## config.mk

```make
export PLATFORM = sky130hd
export DESIGN_NAME = gpio_bank
export DESIGN_NICKNAME = d
export VERILOG_FILES = /design/src/rtl/gpio_pkg.sv /design/src/rtl/gpio_sync.sv /design/src/rtl/gpio_port_regs.sv /design/src/rtl/gpio_edge_irq.sv /design/src/rtl/gpio_bank.sv
export SDC_FILE = /design/constraint.sdc
export NUM_CORES = 1
export LEC_CHECK = 0
export ABC_CLOCK_PERIOD_IN_PS = 2100
export BUFFER_PORTS_ARGS = -buffer_cell sky130_fd_sc_hd__buf_4
export CAP_MARGIN = 20
export CORE_ASPECT_RATIO = 0.75
export CORE_UTILIZATION = 30
export CTS_CLUSTER_SIZE = 8
export DETAILED_ROUTE_END_ITERATION = 10
export SLEW_MARGIN = 10
export SYNTH_ARGS = -nofsm -noshare
export SYNTH_HDL_FRONTEND = slang
export SYNTH_SLANG_ARGS = --single-unit
```

## constraint.sdc

```tcl
create_clock -name clk -period 2.1 [get_ports clk]
set_clock_uncertainty 0.15 [all_clocks]
set_input_delay 0.525 -clock clk [delete_from_list [all_inputs] [get_ports clk]]
set_output_delay 0.525 -clock clk [all_outputs]
set_load 0.02 [all_outputs]
```

## src/rtl/gpio_pkg.sv

```systemverilog
package gpio_pkg;

  typedef enum logic [2:0] {
    OP_WR_DATA = 3'd0,
    OP_WR_DIR  = 3'd1,
    OP_BSET    = 3'd2,
    OP_BCLR    = 3'd3,
    OP_BINV    = 3'd4
  } gp_op_e;

endpackage

```

## src/rtl/gpio_sync.sv

```systemverilog
module gpio_sync #(
  parameter int          WIDTH   = 8,
  parameter logic [WIDTH-1:0] RST_VAL = '1
) (
  input  logic             clk,
  input  logic             rst_n,
  input  logic [WIDTH-1:0] async_i,
  output logic [WIDTH-1:0] sync_o
);

  logic [WIDTH-1:0] meta_q;
  logic [WIDTH-1:0] sync_q;

  always_ff @(posedge clk or negedge rst_n) begin
    if (!rst_n) begin
      meta_q <= RST_VAL;
      sync_q <= RST_VAL;
    end else begin
      meta_q <= async_i;
      sync_q <= meta_q;
    end
  end

  assign sync_o = sync_q;

endmodule

```

## src/rtl/gpio_port_regs.sv

```systemverilog
module gpio_port_regs
  import gpio_pkg::*;
#(
  parameter int NUM_PORTS = 3,
  parameter int PORT_W    = 8,
  parameter logic [NUM_PORTS*PORT_W-1:0] OUT_ONLY_MASK = '0,
  localparam int NW = NUM_PORTS * PORT_W,
  localparam int PW = (NUM_PORTS > 1) ? $clog2(NUM_PORTS) : 1,
  localparam int BW = (PORT_W > 1) ? $clog2(PORT_W) : 1
) (
  input  logic              clk,
  input  logic              rst_n,
  input  logic              cmd_valid,
  input  logic [2:0]        cmd_op,
  input  logic [PW-1:0]     cmd_port,
  input  logic [BW-1:0]     cmd_bit,
  input  logic [PORT_W-1:0] cmd_wdata,
  input  logic [NW-1:0]     pad_sync,
  output logic [NW-1:0]     latch_o,
  output logic [NW-1:0]     oe_o,
  output logic [NW-1:0]     rb_o
);

  // Per bit: driven bits show the latch, released bits show the pad.
  function automatic logic [PORT_W-1:0] f_mix(input logic [PORT_W-1:0] lat,
                                              input logic [PORT_W-1:0] pad,
                                              input logic [PORT_W-1:0] oe);
    return (lat & oe) | (pad & ~oe);
  endfunction

  // Single-bit change of a whole-port value.
  function automatic logic [PORT_W-1:0] f_bitop(input logic [PORT_W-1:0] base,
                                                input logic [2:0]        op,
                                                input logic [BW-1:0]     bidx);
    logic [PORT_W-1:0] m;
    m = PORT_W'(1) << bidx;
    case (op)
      OP_BSET: return base | m;
      OP_BCLR: return base & ~m;
      OP_BINV: return base ^ m;
      default: return base;
    endcase
  endfunction

  for (genvar p = 0; p < NUM_PORTS; p++) begin : g_port
    logic [PORT_W-1:0] lat_q, dir_q, lat_d, dir_d;
    logic [PORT_W-1:0] oe_p, rb_p;
    logic              hit;

    assign hit  = cmd_valid && (cmd_port == PW'(p));
    assign oe_p = ~dir_q | OUT_ONLY_MASK[p*PORT_W +: PORT_W];
    assign rb_p = f_mix(lat_q, pad_sync[p*PORT_W +: PORT_W], oe_p);

    always_comb begin
      lat_d = lat_q;
      dir_d = dir_q;
      if (hit) begin
        case (cmd_op)
          OP_WR_DATA: lat_d = cmd_wdata;
          OP_WR_DIR:  dir_d = cmd_wdata;
          OP_BSET, OP_BCLR, OP_BINV: lat_d = f_bitop(rb_p, cmd_op, cmd_bit);
          default: ;
        endcase
      end
    end

    always_ff @(posedge clk or negedge rst_n) begin
      if (!rst_n) begin
        lat_q <= '1;
        dir_q <= '1;
      end else begin
        lat_q <= lat_d;
        dir_q <= dir_d;
      end
    end

    assign latch_o[p*PORT_W +: PORT_W] = lat_q;
    assign oe_o[p*PORT_W +: PORT_W]    = oe_p;
    assign rb_o[p*PORT_W +: PORT_W]    = rb_p;
  end

  // Assertion-side view of the addressed bit.
  logic in_range;
  int   flat_idx;
  assign in_range = int'(cmd_port) < NUM_PORTS;
  assign flat_idx = int'(cmd_port) * PORT_W + int'(cmd_bit);

  p_hold_r3: assert property (@(posedge clk) disable iff (!rst_n)
    !cmd_valid |=> $stable(latch_o));

  p_bset_r5: assert property (@(posedge clk) disable iff (!rst_n)
    (cmd_valid && in_range && cmd_op == OP_BSET) |=> latch_o[$past(flat_idx)]);

  p_bclr_r5: assert property (@(posedge clk) disable iff (!rst_n)
    (cmd_valid && in_range && cmd_op == OP_BCLR) |=> !latch_o[$past(flat_idx)]);

  p_bad_op_r3: assert property (@(posedge clk) disable iff (!rst_n)
    (cmd_valid && cmd_op > 3'd4) |=> $stable(latch_o) && $stable(oe_o));

endmodule

```

## src/rtl/gpio_edge_irq.sv

```systemverilog
module gpio_edge_irq #(
  parameter int NW      = 24,
  parameter int INT_IDX = 0,
  parameter logic [NW-1:0] WAKE_MASK = '0
) (
  input  logic          clk,
  input  logic          rst_n,
  input  logic [NW-1:0] sync_i,
  input  logic          rise_sel,
  input  logic          irq_clr,
  output logic          irq_flag,
  output logic          wake_req,
  output logic          edge_evt,
  output logic          wake_evt
);

  logic [NW-1:0] prev_q;
  logic [2:0]    fill_q;
  logic          ready;
  logic          int_now, int_was;

  always_ff @(posedge clk or negedge rst_n) begin
    if (!rst_n) begin
      prev_q <= '1;
      fill_q <= '0;
    end else begin
      prev_q <= sync_i;
      fill_q <= {fill_q[1:0], 1'b1};
    end
  end

  assign ready   = fill_q[2];
  assign int_now = sync_i[INT_IDX];
  assign int_was = prev_q[INT_IDX];

  assign edge_evt = ready && (rise_sel ? (int_now && !int_was)
                                       : (!int_now && int_was));
  assign wake_evt = ready && (((sync_i ^ prev_q) & WAKE_MASK) != '0);

  always_ff @(posedge clk or negedge rst_n) begin
    if (!rst_n) begin
      irq_flag <= 1'b0;
      wake_req <= 1'b0;
    end else begin
      irq_flag <= edge_evt || (irq_flag && !irq_clr);
      wake_req <= wake_evt;
    end
  end

  p_irq_hold_r8: assert property (@(posedge clk) disable iff (!rst_n)
    (irq_flag && !irq_clr) |=> irq_flag);

  p_irq_clr_r8: assert property (@(posedge clk) disable iff (!rst_n)
    (irq_clr && !edge_evt) |=> !irq_flag);

  p_irq_cause_r7: assert property (@(posedge clk) disable iff (!rst_n)
    $rose(irq_flag) |-> (prev_q[INT_IDX] != $past(prev_q[INT_IDX])));

  p_wake_cause_r9: assert property (@(posedge clk) disable iff (!rst_n)
    wake_req |-> ((prev_q & WAKE_MASK) != ($past(prev_q) & WAKE_MASK)));

endmodule

```

## src/rtl/gpio_bank.sv

```systemverilog
module gpio_bank
  import gpio_pkg::*;
#(
  parameter int NUM_PORTS = 3,
  parameter int PORT_W    = 8,
  parameter logic [NUM_PORTS*PORT_W-1:0] OUT_ONLY_MASK = 24'h001C00,
  parameter logic [NUM_PORTS*PORT_W-1:0] WAKE_MASK     = 24'h0F00FF,
  parameter int INT_IDX  = 18,
  parameter int EDGE_IDX = 8,
  localparam int NW = NUM_PORTS * PORT_W,
  localparam int PW = (NUM_PORTS > 1) ? $clog2(NUM_PORTS) : 1,
  localparam int BW = (PORT_W > 1) ? $clog2(PORT_W) : 1
) (
  input  logic              clk,
  input  logic              rst_n,
  input  logic              cmd_valid,
  input  logic [2:0]        cmd_op,
  input  logic [PW-1:0]     cmd_port,
  input  logic [BW-1:0]     cmd_bit,
  input  logic [PORT_W-1:0] cmd_wdata,
  input  logic [PW-1:0]     rd_port,
  output logic [PORT_W-1:0] rd_data,
  input  logic [NW-1:0]     pad_in,
  output logic [NW-1:0]     pad_out,
  output logic [NW-1:0]     pad_oe,
  input  logic              irq_clr,
  output logic              irq_flag,
  output logic              wake_req
);

  logic [NW-1:0] pad_sync;
  logic [NW-1:0] latch_w, oe_w, rb_w;
  logic          edge_evt, wake_evt;

  gpio_sync #(.WIDTH(NW), .RST_VAL('1)) u_sync (
    .clk    (clk),
    .rst_n  (rst_n),
    .async_i(pad_in),
    .sync_o (pad_sync)
  );

  gpio_port_regs #(
    .NUM_PORTS    (NUM_PORTS),
    .PORT_W       (PORT_W),
    .OUT_ONLY_MASK(OUT_ONLY_MASK)
  ) u_regs (
    .clk      (clk),
    .rst_n    (rst_n),
    .cmd_valid(cmd_valid),
    .cmd_op   (cmd_op),
    .cmd_port (cmd_port),
    .cmd_bit  (cmd_bit),
    .cmd_wdata(cmd_wdata),
    .pad_sync (pad_sync),
    .latch_o  (latch_w),
    .oe_o     (oe_w),
    .rb_o     (rb_w)
  );

  gpio_edge_irq #(
    .NW       (NW),
    .INT_IDX  (INT_IDX),
    .WAKE_MASK(WAKE_MASK)
  ) u_edge (
    .clk     (clk),
    .rst_n   (rst_n),
    .sync_i  (pad_sync),
    .rise_sel(latch_w[EDGE_IDX]),
    .irq_clr (irq_clr),
    .irq_flag(irq_flag),
    .wake_req(wake_req),
    .edge_evt(edge_evt),
    .wake_evt(wake_evt)
  );

  always_comb begin
    rd_data = '0;
    for (int p = 0; p < NUM_PORTS; p++)
      if (rd_port == PW'(p)) rd_data = rb_w[p*PORT_W +: PORT_W];
  end

  assign pad_out = latch_w;
  assign pad_oe  = oe_w;

  p_oo_latch_r6: assert property (@(posedge clk) disable iff (!rst_n)
    (int'(rd_port) < NUM_PORTS) |->
      ((rd_data ^ pad_out[int'(rd_port)*PORT_W +: PORT_W])
        & OUT_ONLY_MASK[int'(rd_port)*PORT_W +: PORT_W]) == '0);

  p_no_early_r10: assert property (@(posedge clk) disable iff (!rst_n)
    $past(!rst_n) |-> !edge_evt && !wake_evt);

endmodule

```

---- After elaboration in Yosys (flattened, before gate mapping) ----
Index checks and enable logic that the tools add are counted.
storage, ports and cells
  bits of input ports ..................... 46
  flip-flop bits (word level) ............. 121
  word-level logic and storage cells ...... 81
  output and inout port bits .............. 58
operators by class
  equal/unequal tests ..................... 8
  shifts and indexed selects .............. 1
  reductions and logical operators ........ 24
  mux-type cells .......................... 10
  bitwise operators ....................... 26
operators by type and width
  cell                 count
  $and 8x8->8          9
  $pmux 8 s3           3
  $not 8->8            7
  $or 8x8->8           6
  $pmux 8 s2           3
  $mux 8               3
  $reduce_bool 24->1   1
  $xor 8x8->8          3
  $xor 20x20->20       1
  $reduce_and 2->1     6
  $logic_and 1x1->1    8
  $shl 1x3->8 const A  1
  $eq 3x2->1 const B   2
  $eq 2x1->1 const B   2
  $eq 2x2->1 const B   2
  $logic_not 2->1      2
  $eq 3x1->1 const B   1
  $eq 3x3->1 const B   1
  $logic_not 1->1      3
  $logic_not 3->1      1
  $reduce_or 3->1      1
  $reduce_bool 2->1    1
  $logic_or 1x1->1     1
  $mux 1               1

---- Depth between registers and ports, before layout ----
Gate-level depths: netlist of the first run.
  word-level depth ........................ 7
  depth in mapped cells ................... 7
  gate-level depth less buffers ........... 7

---- Modules after synthesis ----
A second synthesis of the first run with hierarchy kept.
unflattened totals
  cells, all modules ...................... 467
  area, all modules ....................... 5699.2 sq um
by module, submodules not included
  module          sequential area each (sq um)  instances  area each (sq um)  cells each
  gpio_port_regs  1182.4                        1          3612.2             358
  gpio_sync       1261.2                        1          1261.2             48
  gpio_edge_irq   440.4                         1          628.1              41
  gpio_bank       0.0                           1          197.7              20

---- Worst setup path before layout of the first run ----
Ideal clock, no wire load.
  kind .................................... input-to-output
  start ................................... in rd_port[0]
  end ..................................... out rd_data[0]
  slack ................................... 25 ps
  cell stages on the path ................. 4
  data required time ...................... 1425 ps
  data arrival time ....................... 1400 ps
  path through ............................ buf_2 nand2b_1 clkbuf_1 o22ai_1
between the ends
  longest elaborated chain between the ends .. 4
ends and longest elaborated chain
  what                 line             source
  start: declaration   gpio_bank.sv:21  input logic [PW-1:0] rd_port,
  $logic_not 2->1      gpio_bank.sv:79  if (rd_port == PW'(p)) rd_data = rb_w[p*PORT_W +: PORT_W];
  $mux 8 (2 in a row)  gpio_bank.sv:79
  $mux 8 (*)           gpio_bank.sv:79
  end: declaration     gpio_bank.sv:22  output logic [PORT_W-1:0] rd_data,
Every way passes the cells marked *; elsewhere a longest branch is shown, timed or not.

---- Final worst setup path of the first run ----
  start ................................... reg u_regs.g_port[0].dir_q[5]
  end ..................................... out rd_data[5]
between the ends
  longest elaborated chain between the ends .. 7
ends and longest elaborated chain
  what                      line                  source
  start: declaration        gpio_port_regs.sv:46  logic [PORT_W-1:0] lat_q, dir_q, lat_d, dir_d;
  start signal: assignment  gpio_port_regs.sv:73  dir_q <= dir_d;
  $not 8->8 (*)             gpio_port_regs.sv:51  assign oe_p = ~dir_q | OUT_ONLY_MASK[p*PORT_W +: PORT_W];
  $not 8->8                 gpio_port_regs.sv:28  return (lat & oe) | (pad & ~oe);
  $and 8x8->8               gpio_port_regs.sv:28
  $or 8x8->8 (*)            gpio_port_regs.sv:28
  $mux 8 (*) (3 in a row)   gpio_bank.sv:79
Marked as above.

==> results_dict.tcl, run 1 <==
set metrics [dict create \
    netlist_top_cells_area "dfstp_2, ha_1, mux2_1, mux2_2, mux2i_1" \
    htreeDepth 3 \
    firstDrtPassIters 4 \
    drt-total-wl_um 14800 \
    portBuffers 97 \
    dpl.hpwl_um 10800 \
    rsz0062_at_grt "yes" \
    synth_area_per_cell_um2 11.5 \
    first_global_vias 4285 \
    cts_root_buf "clkbuf_16" \
    power_frac_comb_pct 32.8 \
    relSlewSlack_pct 61.1 \
    leakage_nw 3.13 \
    drtIter0Drc 285 \
    start_util_pct 31.3 \
    die_area_mm2 0.0184 \
    grt_pass1_wl_um 23400 \
    num_antenna_cells 0 \
    remaining_drc_errors 0 \
    power.total_w 0.00662 \
    setup_tns_ns -1.72 \
    seqPwrFrac_pct 40.9 \
    grt_overflow_total 0 \
    crit_family "flip-flops" \
    p_clk_share_pct 26.2 \
    path_clk_slew_ns 0.07 \
    ys_top_cells_by_count "dfstp_2, ha_1, inv_1" \
    setup.worst_path.start_class "flop" \
    die_h_um 118 \
    cp_cell_sequence "mux2_4, mux2i_1, o22ai_1, buf_4" \
    swShare_pct 32.0 \
    fin_ws_ns -0.254 \
    vias 4071 \
    max_freq_mhz 425 \
    outcome "finished with violations" \
    min_period_ns 2.35 \
    crit_type "reg2out" \
    regArea_mm2 0.00273 \
    area_growth_pct 30.9 \
    synth_seq_cells 104 \
    yosysTopAreaCellShare_pct 48.5 \
    synth_edf_count 0 \
    p_switching_w 0.00212 \
    cp_slowest_stage_delay_ns 0.56 \
    row_count 41 \
    cts_tree "done" \
    multi_input_area_mm2 0.00241 \
    failed_checks "negative setup slack" \
    post_drt_wl_per_cell_um 17.7 \
    crit_slowest_cell "dfstp_2" \
    cts_sinks 104 \
    syn_area_mm2 0.00536 \
    p_int_w 0.00450 \
    ys.flop_type "dfstp_2" \
    worstPathMaxFanout 3 \
    drv_cap 0 \
    worst_slew_pin_slew_ns 0.584 \
    yosysTopAreaCell "dfstp_2" \
    power-per-cell-area_mw_per_mm2 942 \
    ios 104 \
    path_buf_inv 1 \
    via_per_inst 4.88 \
    maxSlewViolCount 0 \
    yosysMostFrequentCell "dfstp_2" \
    stdcell_count 835 \
    insertion_delay_ns 0.35 \
    final-hold-violation-count 0 \
    grt_use_total_pct 16.7 \
    core_area_mm2 0.0171 \
    end_kind "output pin" \
    dp.cells 804 \
    fin_crit_sh_pct 112 \
    synthArstFlopShare_pct 100 \
    vdd_drop_max_uv 367 \
    ys_types 48 \
    required_ns 1.42 \
    nets 680 \
    drive_above_1_share_pct 49.7 \
    seq_area_frac_synth_pct 50.8 \
    min_path_type "in2reg" \
    fp.dieW_um 156 \
    yosysWarnings 0 \
    antenna_left 0 \
    numCtsBuffers 9 \
    setup_viol 8 \
    gp_congestion 0.837 \
    grt_max_degree 58 \
    crit_arrival_ns 1.68 \
    antenna_found_initial 1 \
    num-fill-cells 1678 \
    synthCells 465 \
    clockBufferDepth 2 \
]
==> cell type report <==
class / count / share of cell area [%]
clock buffers: 12 / 3.65
clock inverters: 4 / 0.748
inverters: 41 / 2.19
multi-input cells: 297 / 34.4
flip-flops and latches: 104 / 38.8
well taps: 236 / 4.20
repair buffers: 141 / 16.0
==> worst reg2reg max path, cell delays in order (launching register included) <==
cell      delay [ns]
dfstp_2         0.55
mux2_4          0.32
buf_4           0.14
ha_1            0.28
nor3_1          0.18
a311oi_1        0.09
a31oi_1         0.22
==> cells by family (layout without fill, tap and decap cells) <==
| family | count (synthesis) | in the layout | synth area share [%] |
|---|---|---|---|
| other | 1 | 4 | 0.0699 |
| DFF | 104 | 104 | 50.8 |
| AOI/OAI and AO/OA | 89 | 89 | 11.5 |
| buffers and inverters | 67 | 198 | 5.95 |
| and+or+nand+nor | 96 | 96 | 8.93 |
| adders and majority gates | 40 | 40 | 9.33 |
| muxes | 57 | 57 | 11.6 |
| xor gates and xnor gates | 11 | 11 | 1.80 |
==> final timing paths <==
kind	start	to	slack (ns)	cells after the start
min reg2reg	u_sync.meta_q[2]	u_sync.sync_o[2]	0.20	0
max	u_regs.g_port[0].dir_q[5]	rd_data[5]	-0.25	4
min	pad_in[14]	u_sync.meta_q[14]	0.13	1
max reg2reg	u_regs.g_port[1].dir_q[6]	u_regs.g_port[1].lat_q[6]	0.10	6
min in group asynchronous	rst_n	u_regs.g_port[2].dir_q[2]	0.20	1
max in group asynchronous	rst_n	u_sync.sync_o[15]	1.18	2
==> sequential cells by signal (all words and copies together) (netlist names) <==
name                 count
u_edge.fill_q            3
u_edge.irq_flag          1
u_edge.prev_q           12
u_edge.wake_req          1
u_regs.g_port.dir_q     21
u_regs.g_port.lat_q     24
u_sync.meta_q           21
u_sync.sync_o           21
==> per-layer routing <==
metal  vias up  share of wire, %  GRT usage, %
met5         -              0.11             0
met2       175                45          25.9
met1      1977                45          22.5
met4         2               3.1          7.29
li1       1880                 -             -
met3        37               6.8          3.35
==> placed cells by master, fill, tap and decap left out, drive strengths merged, types with 4 or more instances in the layout <==
cell type and count:
inv 42, nand2 24, mux2 40, a21oi 17, dfrtp 5, a31oi 16
buf 141, nand3 10, xnor2 11, o22ai 8, o211a 5, dfstp 99
nor3 10, o221ai 6, conb 4, a311oi 9, clkbuf 12, o21ai 21
mux2i 17, nor2 30, ha 40
==> through the flow <==
step                utilization [%]  setup slack, ns  instance area, µm²  hold WS (ns)
floorplan                         -           0.0248                5380        0.0794
global placement               37.9          -0.0725                6500         0.183
detailed placement             37.9          -0.0905                6500         0.196
CTS                            40.8           -0.268                6990         0.116
global route                   41.0           -0.322                7020         0.113
finish                         41.0           -0.254                7020         0.129
==> power groups by stage <==
| stage | Clock [W] | Combinational, W | Sequential, W |
|---|---|---|---|
| 2_1_floorplan | 0 | 0.00104 | 0.00282 |
| 3_3_place_gp | 0 | 0.00191 | 0.00272 |
| 3_5_place_dp | 0 | 0.00197 | 0.00273 |
| 4_1_cts | 0.00180 | 0.00215 | 0.00271 |
| 5_1_grt | 0.00188 | 0.00237 | 0.00275 |
| 6_report | 0.00174 | 0.00217 | 0.00271 |
==> timing repair <==
item | in CTS | in global routing
hold buffers | 0 | 0
gates cloned | 0 | 0
pin swaps | 8 | 2
endpoints found under the setup margin | 8 | 9
buffers inserted | 13 | 2
resized for setup | 20 | 5
Power figures use the tool's default switching activity.
==> inputs of run 2 (changes only) <==
CORE_UTILIZATION = 35   (was 30)
==> results_dict.tcl, run 2 (same netlist as run 1, synthesis figures left out) <==
set metrics [dict create \
    outcome "finished with violations" \
    failed_checks "negative setup slack" \
    p_switching_w 0.00209 \
    cp_cell_sequence "mux2_4, mux2i_2, o22ai_2, buf_6" \
    holdBufCountCts 0 \
    cts_tree "done" \
    num-fill-cells 1366 \
    insertion_delay_ns 0.34 \
    r2r-end "u_regs.g_port[1].lat_q[1]" \
    htreeDepth 3 \
    crit_arrival_ns 1.65 \
    antenna_found_initial 1 \
    dpl.hpwl_um 10000 \
    vdd_drop_max_uv 407 \
    crit_family "flip-flops" \
    core_area_mm2 0.0147 \
    power.total_w 0.00667 \
    power-per-cell-area_mw_per_mm2 948 \
    min_path_type "in2async" \
    grt_use_total_pct 18.3 \
    die_area_mm2 0.0158 \
    leakage_nw 3.16 \
    p_int_w 0.00459 \
    vias 4105 \
    top_register "u_regs.g_port.lat_q" \
    drive_above_1_share_pct 50.2 \
    start_util_pct 36.5 \
    post_drt_wl_per_cell_um 17.2 \
    drv_cap 0 \
    maxSlewViolCount 0 \
    crit_slowest_cell "dfstp_2" \
    swShare_pct 31.2 \
    drt-total-wl_um 13900 \
    numCtsBuffers 9 \
    firstDrtPassIters 5 \
    crit_path_end "rd_data[5]" \
    power_frac_comb_pct 32.4 \
    cp_slowest_stage_delay_ns 0.55 \
    crit_type "reg2out" \
    area_growth_pct 31.2 \
    cts_root_buf "clkbuf_16" \
    final-hold-violation-count 0 \
    max_freq_mhz 429 \
    cts_sinks 104 \
    row_count 38 \
    clockBufferDepth 2 \
    largest_register_ffs 24 \
    path_depth 4 \
    ios 104 \
    reg2reg_from "u_regs.g_port[1].dir_q[1]" \
    portBuffers 97 \
    pre_cts_ws_ns -0.0943 \
    nets 687 \
    path_buf_inv 1 \
    holdWs_ns 0.107 \
    seqPwrFrac_pct 40.4 \
    grt_overflow_total 0 \
    via_per_inst 5.10 \
    worst_slew_pin_slew_ns 0.553 \
    rr_worst_depth 6 \
    setup_viol 8 \
    first_global_vias 4153 \
    relSlewSlack_pct 63.1 \
    path_clk_slew_ns 0.07 \
    layout_common_cells "buf_4, dfstp_2, inv_1, ha_1, nor2_1" \
    antenna_left 0 \
    fin_ws_ns -0.228 \
    p_clk_share_pct 27.2 \
    regToRegSetupSlack_ns 0.13 \
    startpoint "u_regs.g_port[0].dir_q[5]" \
    grt_max_degree 105 \
    min_period_ns 2.33 \
    fp.dieW_um 145 \
    die_h_um 109 \
    setup.worst_path.start_class "flop" \
    end_kind "output pin" \
    required_ns 1.42 \
    gp_congestion 0.813 \
    fin_crit_sh_pct 111 \
    rsz0062_at_grt "yes" \
    drtIter0Drc 210 \
    remaining_drc_errors 0 \
    final_common_cell "buf_4" \
    setup_tns_ns -1.59 \
    worstPathMaxFanout 3 \
    grt_pass1_wl_um 22100 \
]
[run 2: stage by stage]
step / instances / cell area (µm²) / utilization, %
floorplan: 468 / 5380 / -
detailed placement: 771 / 6480 / 44.1
finish: 805 / 7040 / 47.9
global route: 804 / 7040 / 47.9
global placement: 771 / 6480 / 44.1
CTS: 803 / 7010 / 47.7
[run 2: power by group through the flow]
stage	logic, W	clock network (W)	registers [W]
after global placement	0.00188	0	0.00272
final	0.00216	0.00181	0.00270
after floorplan	0.00104	0	0.00282
after CTS	0.00214	0.00187	0.00270
after detailed placement	0.00194	0	0.00273
after global routing	0.00236	0.00194	0.00274
[run 2: per-layer routing]
layer | vias up | track usage [%] | part of all wire, %
met5 | - | 0 | 0
met4 | 0 | 6.84 | 2.5
met1 | 2033 | 23.7 | 45
met3 | 29 | 4.44 | 6.3
li1 | 1894 | - | -
met2 | 149 | 29.9 | 46
[run 2: layout make-up]
type | count | area (µm²) | share of cell area [%]
antenna | 1 | 2.50 | 0.0355
sequential | 104 | 2730 | 38.7
clock buffer | 10 | 239 | 3.39
timing repair buffer | 148 | 1170 | 16.7
tap | 200 | 250 | 3.55
multi-input combinational | 297 | 2420 | 34.3
inverter | 41 | 154 | 2.19
clock inverter | 4 | 77.6 | 1.10
[run 2: repair_timing]
| action | CTS | global route |
|---|---|---|
| cloned | 0 | 0 |
| gates resized for setup | 19 | 5 |
| endpoints found under the setup margin | 8 | 8 |
| pin swaps | 8 | 3 |
| buffers inserted | 18 | 1 |
[run 2: how the worst min path moves through the flow]
stage                           from          endpoint  slack (ns)  depth (start not counted)
finish                         rst_n   u_edge.irq_flag        0.11                          2
global route               pad_in[3]  u_sync.meta_q[3]        0.12                          1
CTS                            rst_n   u_edge.irq_flag        0.12                          2
detailed placement  u_edge.fill_q[0]  u_edge.fill_q[1]        0.19                          0
global placement    u_edge.fill_q[0]  u_edge.fill_q[1]        0.18                          0
floorplan                      rst_n  u_edge.fill_q[0]        0.08                          0
